<file path="src/rtl/ow_pkg.sv">
package ow_pkg;
  typedef enum logic [2:0] {
    ST_IDLE,
    ST_RST_LOW,
    ST_RST_RX,
    ST_SLOT,
    ST_REC
  } ow_state_e;
endpackage

</file>
<file path="src/rtl/ow_tick_gen.sv">
module ow_tick_gen #(
  parameter int CLK_PER_US = 100
) (
  input  logic clk,
  input  logic rst_n,
  input  logic clr,
  output logic tick
);
  localparam int DW = (CLK_PER_US > 1) ? $clog2(CLK_PER_US) : 1;
  localparam logic [DW-1:0] LAST = DW'(CLK_PER_US - 1);

  logic [DW-1:0] div_q;

  assign tick = (div_q == LAST);

  always_ff @(posedge clk or negedge rst_n) begin
    if (!rst_n)        div_q <= '0;
    else if (clr)      div_q <= '0;
    else if (tick)     div_q <= '0;
    else               div_q <= div_q + 1'b1;
  end

  generate
    if (CLK_PER_US > 1) begin : g_spacing
      assert_tick_spacing_R2: assert property (@(posedge clk) disable iff (!rst_n)
        tick |=> !tick);
    end
  endgenerate
endmodule

</file>
<file path="src/rtl/ow_sync.sv">
module ow_sync (
  input  logic clk,
  input  logic rst_n,
  input  logic raw,
  output logic synced
);
  logic meta_q, sync_q;

  always_ff @(posedge clk or negedge rst_n) begin
    if (!rst_n) begin
      meta_q <= 1'b1;
      sync_q <= 1'b1;
    end else begin
      meta_q <= raw;
      sync_q <= meta_q;
    end
  end

  assign synced = sync_q;
endmodule

</file>
<file path="src/rtl/ow_seq.sv">
module ow_seq
  import ow_pkg::*;
#(
  parameter int RST_LOW_US     = 480,
  parameter int RST_RX_US      = 480,
  parameter int PRES_SAMPLE_US = 70,
  parameter int SLOT_US        = 64,
  parameter int W1_LOW_US      = 6,
  parameter int REC_US         = 2
) (
  input  logic clk,
  input  logic rst_n,
  input  logic tick,
  input  logic line_s,
  input  logic cmd_reset,
  input  logic cmd_write,
  input  logic wr_bit,
  output logic start,
  output logic busy,
  output logic done,
  output logic presence,
  output logic line_pull
);
  localparam int MAX_A = (RST_LOW_US > RST_RX_US) ? RST_LOW_US : RST_RX_US;
  localparam int MAX_B = (SLOT_US > REC_US) ? SLOT_US : REC_US;
  localparam int MAXUS = (MAX_A > MAX_B) ? MAX_A : MAX_B;
  localparam int UW    = $clog2(MAXUS + 1);

  ow_state_e      state_q;
  logic [UW-1:0]  us_q;
  logic           bit_q;

  assign busy  = (state_q != ST_IDLE);
  assign start = (state_q == ST_IDLE) && (cmd_reset || cmd_write);

  always_ff @(posedge clk or negedge rst_n) begin
    if (!rst_n) begin
      state_q  <= ST_IDLE;
      us_q     <= '0;
      bit_q    <= 1'b1;
      done     <= 1'b0;
      presence <= 1'b0;
    end else begin
      done <= 1'b0;
      case (state_q)
        ST_IDLE: begin
          us_q <= '0;
          if (cmd_reset) begin
            state_q <= ST_RST_LOW;
          end else if (cmd_write) begin
            state_q <= ST_SLOT;
            bit_q   <= wr_bit;
          end
        end
        ST_RST_LOW: if (tick) begin
          if (us_q == UW'(RST_LOW_US - 1)) begin
            state_q <= ST_RST_RX;
            us_q    <= '0;
          end else us_q <= us_q + 1'b1;
        end
        ST_RST_RX: if (tick) begin
          if (us_q == UW'(PRES_SAMPLE_US - 1)) presence <= ~line_s;
          if (us_q == UW'(RST_RX_US - 1)) begin
            state_q <= ST_IDLE;
            us_q    <= '0;
            done    <= 1'b1;
          end else us_q <= us_q + 1'b1;
        end
        ST_SLOT: if (tick) begin
          if (us_q == UW'(SLOT_US - 1)) begin
            state_q <= ST_REC;
            us_q    <= '0;
          end else us_q <= us_q + 1'b1;
        end
        ST_REC: if (tick) begin
          if (us_q == UW'(REC_US - 1)) begin
            state_q <= ST_IDLE;
            us_q    <= '0;
            done    <= 1'b1;
          end else us_q <= us_q + 1'b1;
        end
        default: state_q <= ST_IDLE;
      endcase
    end
  end

  // Open-drain enable: only ever requests a low level.
  always_comb begin
    line_pull = 1'b0;
    if (state_q == ST_RST_LOW) line_pull = 1'b1;
    else if (state_q == ST_SLOT)
      line_pull = !bit_q || (us_q < UW'(W1_LOW_US));
  end

  assert_done_single_R7: assert property (@(posedge clk) disable iff (!rst_n)
    done |=> !done);
  assert_done_after_busy_R7: assert property (@(posedge clk) disable iff (!rst_n)
    done |-> (!busy && $past(busy)));
  assert_no_restart_R8: assert property (@(posedge clk) disable iff (!rst_n)
    (state_q == ST_RST_RX && cmd_reset) |=> (state_q != ST_RST_LOW));
  assert_idle_released_R10: assert property (@(posedge clk) disable iff (!rst_n)
    !busy |-> !line_pull);
  assert_w1_release_R5: assert property (@(posedge clk) disable iff (!rst_n)
    (state_q == ST_SLOT && bit_q && tick && us_q == UW'(W1_LOW_US - 1)) |=> !line_pull);
  assert_presence_sample_R4: assert property (@(posedge clk) disable iff (!rst_n)
    (state_q == ST_RST_RX && tick && us_q == UW'(PRES_SAMPLE_US - 1))
      |=> (presence == !$past(line_s)));
endmodule

</file>
<file path="src/rtl/ow_master.sv">
module ow_master #(
  parameter int CLK_PER_US     = 100,
  parameter int RST_LOW_US     = 480,
  parameter int RST_RX_US      = 480,
  parameter int PRES_SAMPLE_US = 70,
  parameter int SLOT_US        = 64,
  parameter int W1_LOW_US      = 6,
  parameter int REC_US         = 2
) (
  input  logic clk,
  input  logic rst_n,
  input  logic cmd_reset,
  input  logic cmd_write,
  input  logic wr_bit,
  output logic busy,
  output logic done,
  output logic presence,
  output logic line_pull,
  input  logic line_in
);
  logic tick, start, line_s;

  ow_tick_gen #(.CLK_PER_US(CLK_PER_US)) u_tick (
    .clk(clk), .rst_n(rst_n), .clr(start), .tick(tick)
  );

  ow_sync u_sync (
    .clk(clk), .rst_n(rst_n), .raw(line_in), .synced(line_s)
  );

  ow_seq #(
    .RST_LOW_US(RST_LOW_US), .RST_RX_US(RST_RX_US),
    .PRES_SAMPLE_US(PRES_SAMPLE_US), .SLOT_US(SLOT_US),
    .W1_LOW_US(W1_LOW_US), .REC_US(REC_US)
  ) u_seq (
    .clk(clk), .rst_n(rst_n), .tick(tick), .line_s(line_s),
    .cmd_reset(cmd_reset), .cmd_write(cmd_write), .wr_bit(wr_bit),
    .start(start), .busy(busy), .done(done), .presence(presence),
    .line_pull(line_pull)
  );
endmodule

</file>
<file path="config.mk">
export PLATFORM = sky130hd
export DESIGN_NAME = ow_master
export DESIGN_NICKNAME = d
export VERILOG_FILES = /design/src/rtl/ow_pkg.sv /design/src/rtl/ow_tick_gen.sv /design/src/rtl/ow_sync.sv /design/src/rtl/ow_seq.sv /design/src/rtl/ow_master.sv
export SDC_FILE = /design/constraint.sdc
export NUM_CORES = 1
export LEC_CHECK = 0
export BUFFER_PORTS_ARGS = -buffer_cell sky130_fd_sc_hd__buf_2
export CORE_UTILIZATION = 54
export CTS_BUF_LIST = sky130_fd_sc_hd__clkbuf_4 sky130_fd_sc_hd__clkbuf_8
export DETAILED_ROUTE_END_ITERATION = 8
export HOLD_SLACK_MARGIN = 0.06
export PLACE_DENSITY = 0.81
export SLEW_MARGIN = 5
export SYNTH_ARGS = -nofsm -noshare
export SYNTH_HDL_FRONTEND = slang
export SYNTH_HIERARCHICAL = 1
export SYNTH_SLANG_ARGS = --single-unit
</file>
<file path="constraint.sdc">
create_clock -name clk -period 2.9 [get_ports clk]
set_clock_uncertainty 0.15 [all_clocks]
set_input_delay 0.435 -clock clk [delete_from_list [all_inputs] [get_ports clk]]
set_output_delay 0.435 -clock clk [all_outputs]
set_load 0.1 [all_outputs]
</file>
After elaboration in Yosys (flattened, before gate mapping). Index checks and enable logic that the tools add are counted.

Bitwise operators: 2. Reductions and logical operators: 12. Equal/unequal tests: 19. Mux-type cells: 27. Add/subtract/negate cells: 2. Magnitude comparators: 1.

Operator list (number): 9-bit two-way mux (6); 9-bit one-hot mux with 4 select lines (1); 3-bit two-way mux (10); 3-bit one-hot mux with 5 select lines (1); 7-bit two-way mux (2); 2-bit by 1-bit inequality test with 1-bit output (second input constant) (5); 9-bit by 1-bit adder with 9-bit output (second input constant) (1); 9-bit by 1-bit equality test with 1-bit output (second input constant) (1); 9-bit by 6-bit equality test with 1-bit output (second input constant) (1); 9-bit by 7-bit equality test with 1-bit output (second input constant) (1); 9-bit equality test (second input constant) (1); 9-bit by 3-bit < comparator with 1-bit output (second input constant) (1); 9-bit AND reduction (1); 2-bit inequality test (second input constant) (4); 7-bit by 1-bit adder with 7-bit output (second input constant) (1); 7-bit equality test (second input constant) (1); 3-bit by 2-bit equality test with 1-bit output (second input constant) (2); 1-bit two-way mux (6); 3-bit AND reduction (2); 4-bit AND reduction (1); 4-bit nonzero test (1); 3-bit by 1-bit equality test with 1-bit output (second input constant) (1); 3-bit equality test (second input constant) (1); 3-bit zero test (1); other kinds (8) (10).

Output and inout port bits: 4. Flip-flop bits (word level): 24. Input port bits: 6.

Longest topological paths before layout. Gate-level depths: netlist of run 1.

Depth after elaboration: 4. Mapped depth: 8. Gate-level depth less buffers: 7.

Modules after synthesis. The synthesis of run 1 kept the hierarchy.

By module, submodules not included: ow_seq (sequential area each 376.6 µm², cells an instance 119, instances 1, area an instance 1064.8 µm²); ow_tick_gen (sequential area each 175.2 µm², cells an instance 31, instances 1, area an instance 319.1 µm²); ow_sync (sequential area each 52.6 µm², cells an instance 2, instances 1, area an instance 52.6 µm²).

Least setup slack after synthesis of run 1. Ideal clock, no wire load.

Path kind: register to output. Start: reg u_seq.us_q[3]. End: out line_pull. Path buffers: 1. Arrival time: 2.425 ns. Setup slack: -0.110 ns. Cell stages (with the launch flop): 5. Path through: dfrtp_1 -> buf_2 -> nor3_2 -> nand3_1 -> a31oi_1.

Word-level cells in the longest chain between the ends: 4.

Ends and longest elaborated chain: from (decl) (RTL line ow_seq.sv:30) `logic [UW-1:0] us_q;`; from (signal assigned) (RTL line ow_seq.sv:59) `end else us_q <= us_q + 1'b1;`; from (signal assigned) (RTL line ow_seq.sv:67) `end else us_q <= us_q + 1'b1;`; from (signal assigned) (RTL line ow_seq.sv:73) `end else us_q <= us_q + 1'b1;`; 9-bit by 3-bit < comparator with 1-bit output (RTL line ow_seq.sv:92) `line_pull = !bit_q || (us_q < UW'(W1_LOW_US));`; 1-bit logical OR (RTL line ow_seq.sv:92); 1-bit two-way mux (RTL line ow_seq.sv:91) `else if (state_q == ST_SLOT)`; 1-bit two-way mux (RTL line ow_seq.sv:90) `if (state_q == ST_RST_LOW) line_pull = 1'b1;`; to (decl) (RTL line ow_master.sv:18) `output logic line_pull,`.

No other way between the ends.

Worst setup path in the final report of run 1. Same ends and word-level chain as after synthesis.

==> flow_summary.toml, run 1 <==
[status]
status = "finished, final reports clean"

[floorplan]
core_area_sq_mm = 0.00250
start_util_pct = 57.5
row_count = 18
die_height_microns = 53.6
die_area_sq_mm = 0.00287
die_w_microns = 53.6
ios = 10

[sta]
hold_viol = 0
relSlewSlack_pct = 60.9
fmax_mhz = 394
setup_viol = 0
worst_slew_pin_slew_ns = 0.587
rsz0062_at_grt = "false"
timing.setup.tns_ns = 0
final.min_clock_period_ns = 2.53
post-route-period-util_pct = 87.4
drv_slew = 0

[setup_path]
worst_r2r_startpoint = "u_tick/div_q[0]"
reg2reg_to = "u_seq/us_q[2]"
path_max_fanout = 9
endpoint = "line_pull"
worst_ep_required_time_ns = 2.32
crit_path_end_kind = "primary output"
worstSetupPathType = "register to primary output"
r2r_setup_slack_ns = 0.59
arrival_ns = 1.95
worstSetupStartpoint = "u_seq/us_q[3]"
crit_path_start_kind = "register"
rr_worst_depth = 7

[yosys]
synthSimpleGateAreaFrac_pct = 27.3
synth.ff_latch_count = 24
ys_warn_count = 6
synth_fa_ha_area_share_pct = 2.61
async_reset_ff_share_pct = 100
synth_compound_gate_area_share_pct = 17.2
synth_cells = 152
synth_top_family_by_area = "simple AND/OR/NAND/NOR gates"
synth.avg_cell_area_sq_um = 9.45
syn_area_sq_mm = 0.00144
synthMuxAreaShare_pct = 3.57
yosysTopAreaCell = "dfrtp_1"
synth_area_leaders = "dfrtp_1 (37%), dfstp_2 (5.5%), nand3_1 (3.1%)"
synth_cell_type_count = 44
seq_area_frac_synth_pct = 42.1
synthTopCellsByCount = "dfrtp_1 (21), nand2_1 (12), nor2_1 (12)"
synth_top_cell_area_share_pct = 36.6
synth_xor_xnor_area_share_pct = 2.44
synth_edf_count = 0
ys.flop_type = "dfrtp_1"
syn-num-nets = 161
yosysMostFrequentCell = "dfrtp_1"

[placed_design]
port_buffers = 9
dp.final_hpwl_microns = 2080
place_congestion = 0.889
dp.cells = 184

[global_route]
grt-ovfl-total = 0
antenna_found_initial = 0
first_global_vias = 1081
grt_max_degree = 25
grt_pass1_wl_microns = 4800
grt_use_total_pct = 23.0

[clocking]
cts_buffers = 3
clock-sinks = 24
clock_path_buffers = 2
root_buffer = "clkbuf_4"
ctsHoldBuffers = 2
cts_tree = "done"
cts_setup_buffers = 0
cts.clk_slew.worst_paths_ns = 0.13
cts_resized = 0
clock_latency_ns = 0.31
cts-htree-levels = 1

[drt]
drc = 0
first_pass_iters = 4
drt_iter0_markers = 19
dr_total_vias = 1188
drt-wirelength-per-cell_microns = 14.5
via_per_inst = 6.25
totalWireLength_microns = 2760
ant_nets = 0

[cells_and_area]
area_growth_pct = 7.67
final_net_count = 170
finalNonFillerCells = 190
n_fill_cell = 215
final_util_pct = 61.9
diodes = 0
drive_above_1_share_pct = 18.1

[power]
p_leak_nw = 0.605
ir_worst_vdd_mv = 0.259
p_per_area_mw_per_mm2 = 339

[worst_hold_path]
holdCritStartpoint = "wr_bit"
hold_class = "input pin to register"

[flow_run]
maxCapViolCount = 0
==> metal layers <==
layer	part of all wire [%]	track usage, %
met1	46	30.0
met2	48	39.0
met3	4.2	3.67
met4	1.6	7.02
met5	0	0
==> how the worst min path moves through the flow <==
stage | to | slack, ns | cells past startpoint
2_1_floorplan | u_seq/done | -0.01 | 0
3_3_place_gp | u_sync/synced | 0.20 | 0
3_5_place_dp | u_sync/synced | 0.20 | 0
4_1_cts | u_seq/bit_q | 0.19 | 2
5_1_grt | u_seq/bit_q | 0.17 | 2
6_report | u_seq/bit_q | 0.20 | 2
==> area by class of cell <==
class	count	area [sq um]	share of cell area [%]
Sequential cell	24	604	39.1
Clock buffer	4	36.3	2.35
Multi-Input combinational cell	112	769	49.8
Tap cell	30	37.5	2.43
Inverter	9	33.8	2.18
Timing Repair Buffer	11	65.1	4.21
==> logic make-up (layout without fill, tap and decap cells) <==
logic type,after synthesis,in the layout
AND/OR/NAND/NOR,70,70
AO/OA/AOI/OAI,30,30
flip-flops,24,24
buffers and inverters,16,24
multiplexers,5,5
XOR/XNOR,4,4
adder cells (fa/ha/maj),3,3
==> power by group <==
group          switching (mW)  internal (mW)  leakage, nW  total [mW]
Sequential           0.000312          0.337        0.300       0.338
Combinational         0.00773        0.00450        0.284      0.0122
Clock                  0.0974         0.0766       0.0210       0.174
Total                   0.105          0.418        0.605       0.524
==> cells in the final DEF, fill, tap and decap left out, types with 2 or more instances in the layout <==
master	netlist	layout
a21oi_1	3	3
a31oi_1	3	2
and3_1	2	2
buf_2	5	9
clkbuf_4	0	3
dfrtp_1	21	21
dfstp_2	3	3
dlygate4sd3_1	0	2
ha_1	3	3
inv_1	9	9
mux2i_1	4	4
nand2_1	12	12
nand2b_1	6	6
nand3_1	9	9
nand4_1	3	3
nor2_1	12	12
nor2b_1	3	3
nor3_1	8	8
nor3_2	3	3
nor4_1	5	5
o211ai_1	2	2
o21ai_0	6	6
o311ai_0	2	2
o31ai_1	2	2
or3_1	2	2
xnor2_1	2	2
xor2_1	2	2
==> through the flow <==
stage	hold WS (ns)	instance area [sq um]	worst slack [ns]	power, mW
2_1_floorplan	-0.0106	1440	0.428	0.344
3_3_place_gp	0.197	1490	0.675	0.354
3_5_place_dp	0.197	1490	0.620	0.355
4_1_cts	0.195	1550	0.361	0.530
5_1_grt	0.174	1550	0.222	0.551
6_report	0.196	1550	0.365	0.524
==> state kept, by name (all words and copies together) (netlist names) <==
register	count
u_seq/bit_q	1
u_seq/presence	1
u_tick/div_q	7
u_seq/state_q	3
u_sync/synced	1
u_seq/done	1
u_seq/us_q	9
u_sync/meta_q	1
==> critical path: stages (launching register included) <==
cell     delay [ns]
dfrtp_1        0.49
nor3_2         0.35
nand3_1        0.17
a31oi_2        0.19
buf_2          0.44
Note: power is estimated with default switching activity, not from simulation.
==> inputs of run 2 (changes only) <==
- PLACE_DENSITY: 0.81 -> 0.74
==> flow_summary.toml, run 2 (synthesis results as in run 1) <==
[status]
status = "finished, final reports clean"

[placed_design]
dp.final_hpwl_microns = 2090
dp_slack_ns = 0.572
port_buffers = 9
place_congestion = 0.824

[sta]
fin_ws_ns = 0.361
final.min_clock_period_ns = 2.54
hold_viol = 0
drv_slew = 0
timing.setup.tns_ns = 0
fmax_mhz = 394
hold_slack_ns = 0.202
post-route-period-util_pct = 87.6
worst_slew_pin_slew_ns = 0.547
rsz0062_at_grt = "false"
setup_viol = 0
relSlewSlack_pct = 63.5

[drt]
totalWireLength_microns = 2900
via_per_inst = 6.24
ant_nets = 0
drt-wirelength-per-cell_microns = 15.3
drc = 0
first_pass_iters = 4
drt_iter0_markers = 35
dr_total_vias = 1186

[global_route]
grtUsageMet3_pct = 2.54
antenna_found_initial = 0
grt_max_degree = 25
grt_use_total_pct = 23.8
grt-ovfl-total = 0
use_met1_pct = 29.8
first_global_vias = 1121
top_usage_layer = "met2"
grt_pass1_wl_microns = 4870
gr-usage-met2_pct = 40.8

[cells_and_area]
largest_register = "u_seq/us_q"
diodes = 0
final_net_count = 170
reg.largest.list = "u_seq/us_q: 9 flops, u_tick/div_q: 7 flops, u_seq/state_q: 3 flops"
final_cell_mix = "dfrtp_1 (21), nor2_1 (12), nand2_1 (12)"
final_common_cell = "dfrtp_1"
area_growth_pct = 8.80
largest_reg_flops = 9
drive_above_1_share_pct = 18.1

[clocking]
clock_latency_ns = 0.32
clock-sinks = 24
root_buffer = "clkbuf_4"
cts_setup_buffers = 0
clock_path_buffers = 2
cts_tree = "done"
cts.clk_slew.worst_paths_ns = 0.14
cts-htree-levels = 1
cts_buffers = 3
cts_resized = 0

[setup_path]
crit_path_end_kind = "primary output"
critPathMaxStageDelay_ns = 0.50
path_cells = "nor3_2 -> nand3_1 -> a31oi_2 -> buf_2"
arrival_ns = 1.95
path_max_fanout = 9
worst_ep_required_time_ns = 2.32
worstSetupPathType = "register to primary output"
slowest_stage = "dfrtp_1"
crit_path_start_kind = "register"

[floorplan]
die_height_microns = 53.6
die_area_sq_mm = 0.00287
core_area_sq_mm = 0.00250
start_util_pct = 57.5
row_count = 18
ios = 10
die_w_microns = 53.6

[power]
internal_power_mw = 0.481
p_per_area_mw_per_mm2 = 378
ir_worst_vdd_mv = 0.258
p_switching_mw = 0.109
p_leak_nw = 0.612
power_frac_clock_pct = 40.7
share_comb_of_total_power_pct = 2.1
p_sw_share_pct = 18.5
pwr-share-seq_pct = 57.2

[worst_hold_path]
hold_class = "input pin to register"

[flow_run]
maxCapViolCount = 0
## run 2: cell types whose count changed in the layout (fill, tap and decap cells not counted)
cell       change
bufinv_16      +1
clkbuf_8       -1
## run 2: final cells by class
cell class,count,area (sq um)
fill,217,937
timing repair buffer,11,65.1
sequential,24,604
tap,30,37.5
inverter,9,33.8
clock buffer,3,22.5
clock inverter,1,30.0
multi-input combinational,112,769
## run 2: worst max-delay path: cells and delay by family (launching register included)
family | cells | cell delay [ns]
AOI/OAI and AO/OA | 1 | 0.19
buffers and inverters | 1 | 0.44
DFF | 1 | 0.50
and+or+nand+nor | 2 | 0.51
## run 2: repair_timing
action / in CTS / in global routing
hold buffers: 2 / 0
setup endpoints to repair: 0 / 0
endpoints found under the hold margin: 22 / 0
## run 2: through the flow
stage	std cells	instance area [sq um]	util, %	total power [mW]
floorplan	152	1440	-	0.344
global placement	184	1490	59.6	0.354
detailed placement	184	1490	59.6	0.354
CTS	190	1560	62.5	0.598
global route	190	1560	62.5	0.612
finish	190	1560	62.5	0.591
## run 2: final timing paths
kind / from / end / slack (ns) / cells past startpoint
max: u_seq/us_q[3] / line_pull / 0.36 / 4
min: wr_bit / u_seq/bit_q / 0.20 / 2
max reg2reg: u_tick/div_q[0] / u_seq/us_q[2] / 0.52 / 7
min reg2reg: u_sync/meta_q / u_sync/synced / 0.22 / 0
max in group asynchronous: rst_n / u_sync/meta_q / 1.78 / 2
min in group asynchronous: rst_n / u_seq/state_q[1] / 0.45 / 2
## run 2: routing by layer
layer	share of wire [%]	up-vias
li1	-	568
met1	46	574
met2	48	40
met3	4.8	4
met4	1.0	0
met5	0	-
## run 2: power by group through the flow
stage	combinational, mW	clock (mW)	sequential [mW]
floorplan	0.000698	0	0.344
global placement	0.0103	0	0.344
detailed placement	0.0107	0	0.344
CTS	0.0128	0.248	0.338
global route	0.0147	0.260	0.338
finish	0.0123	0.241	0.338
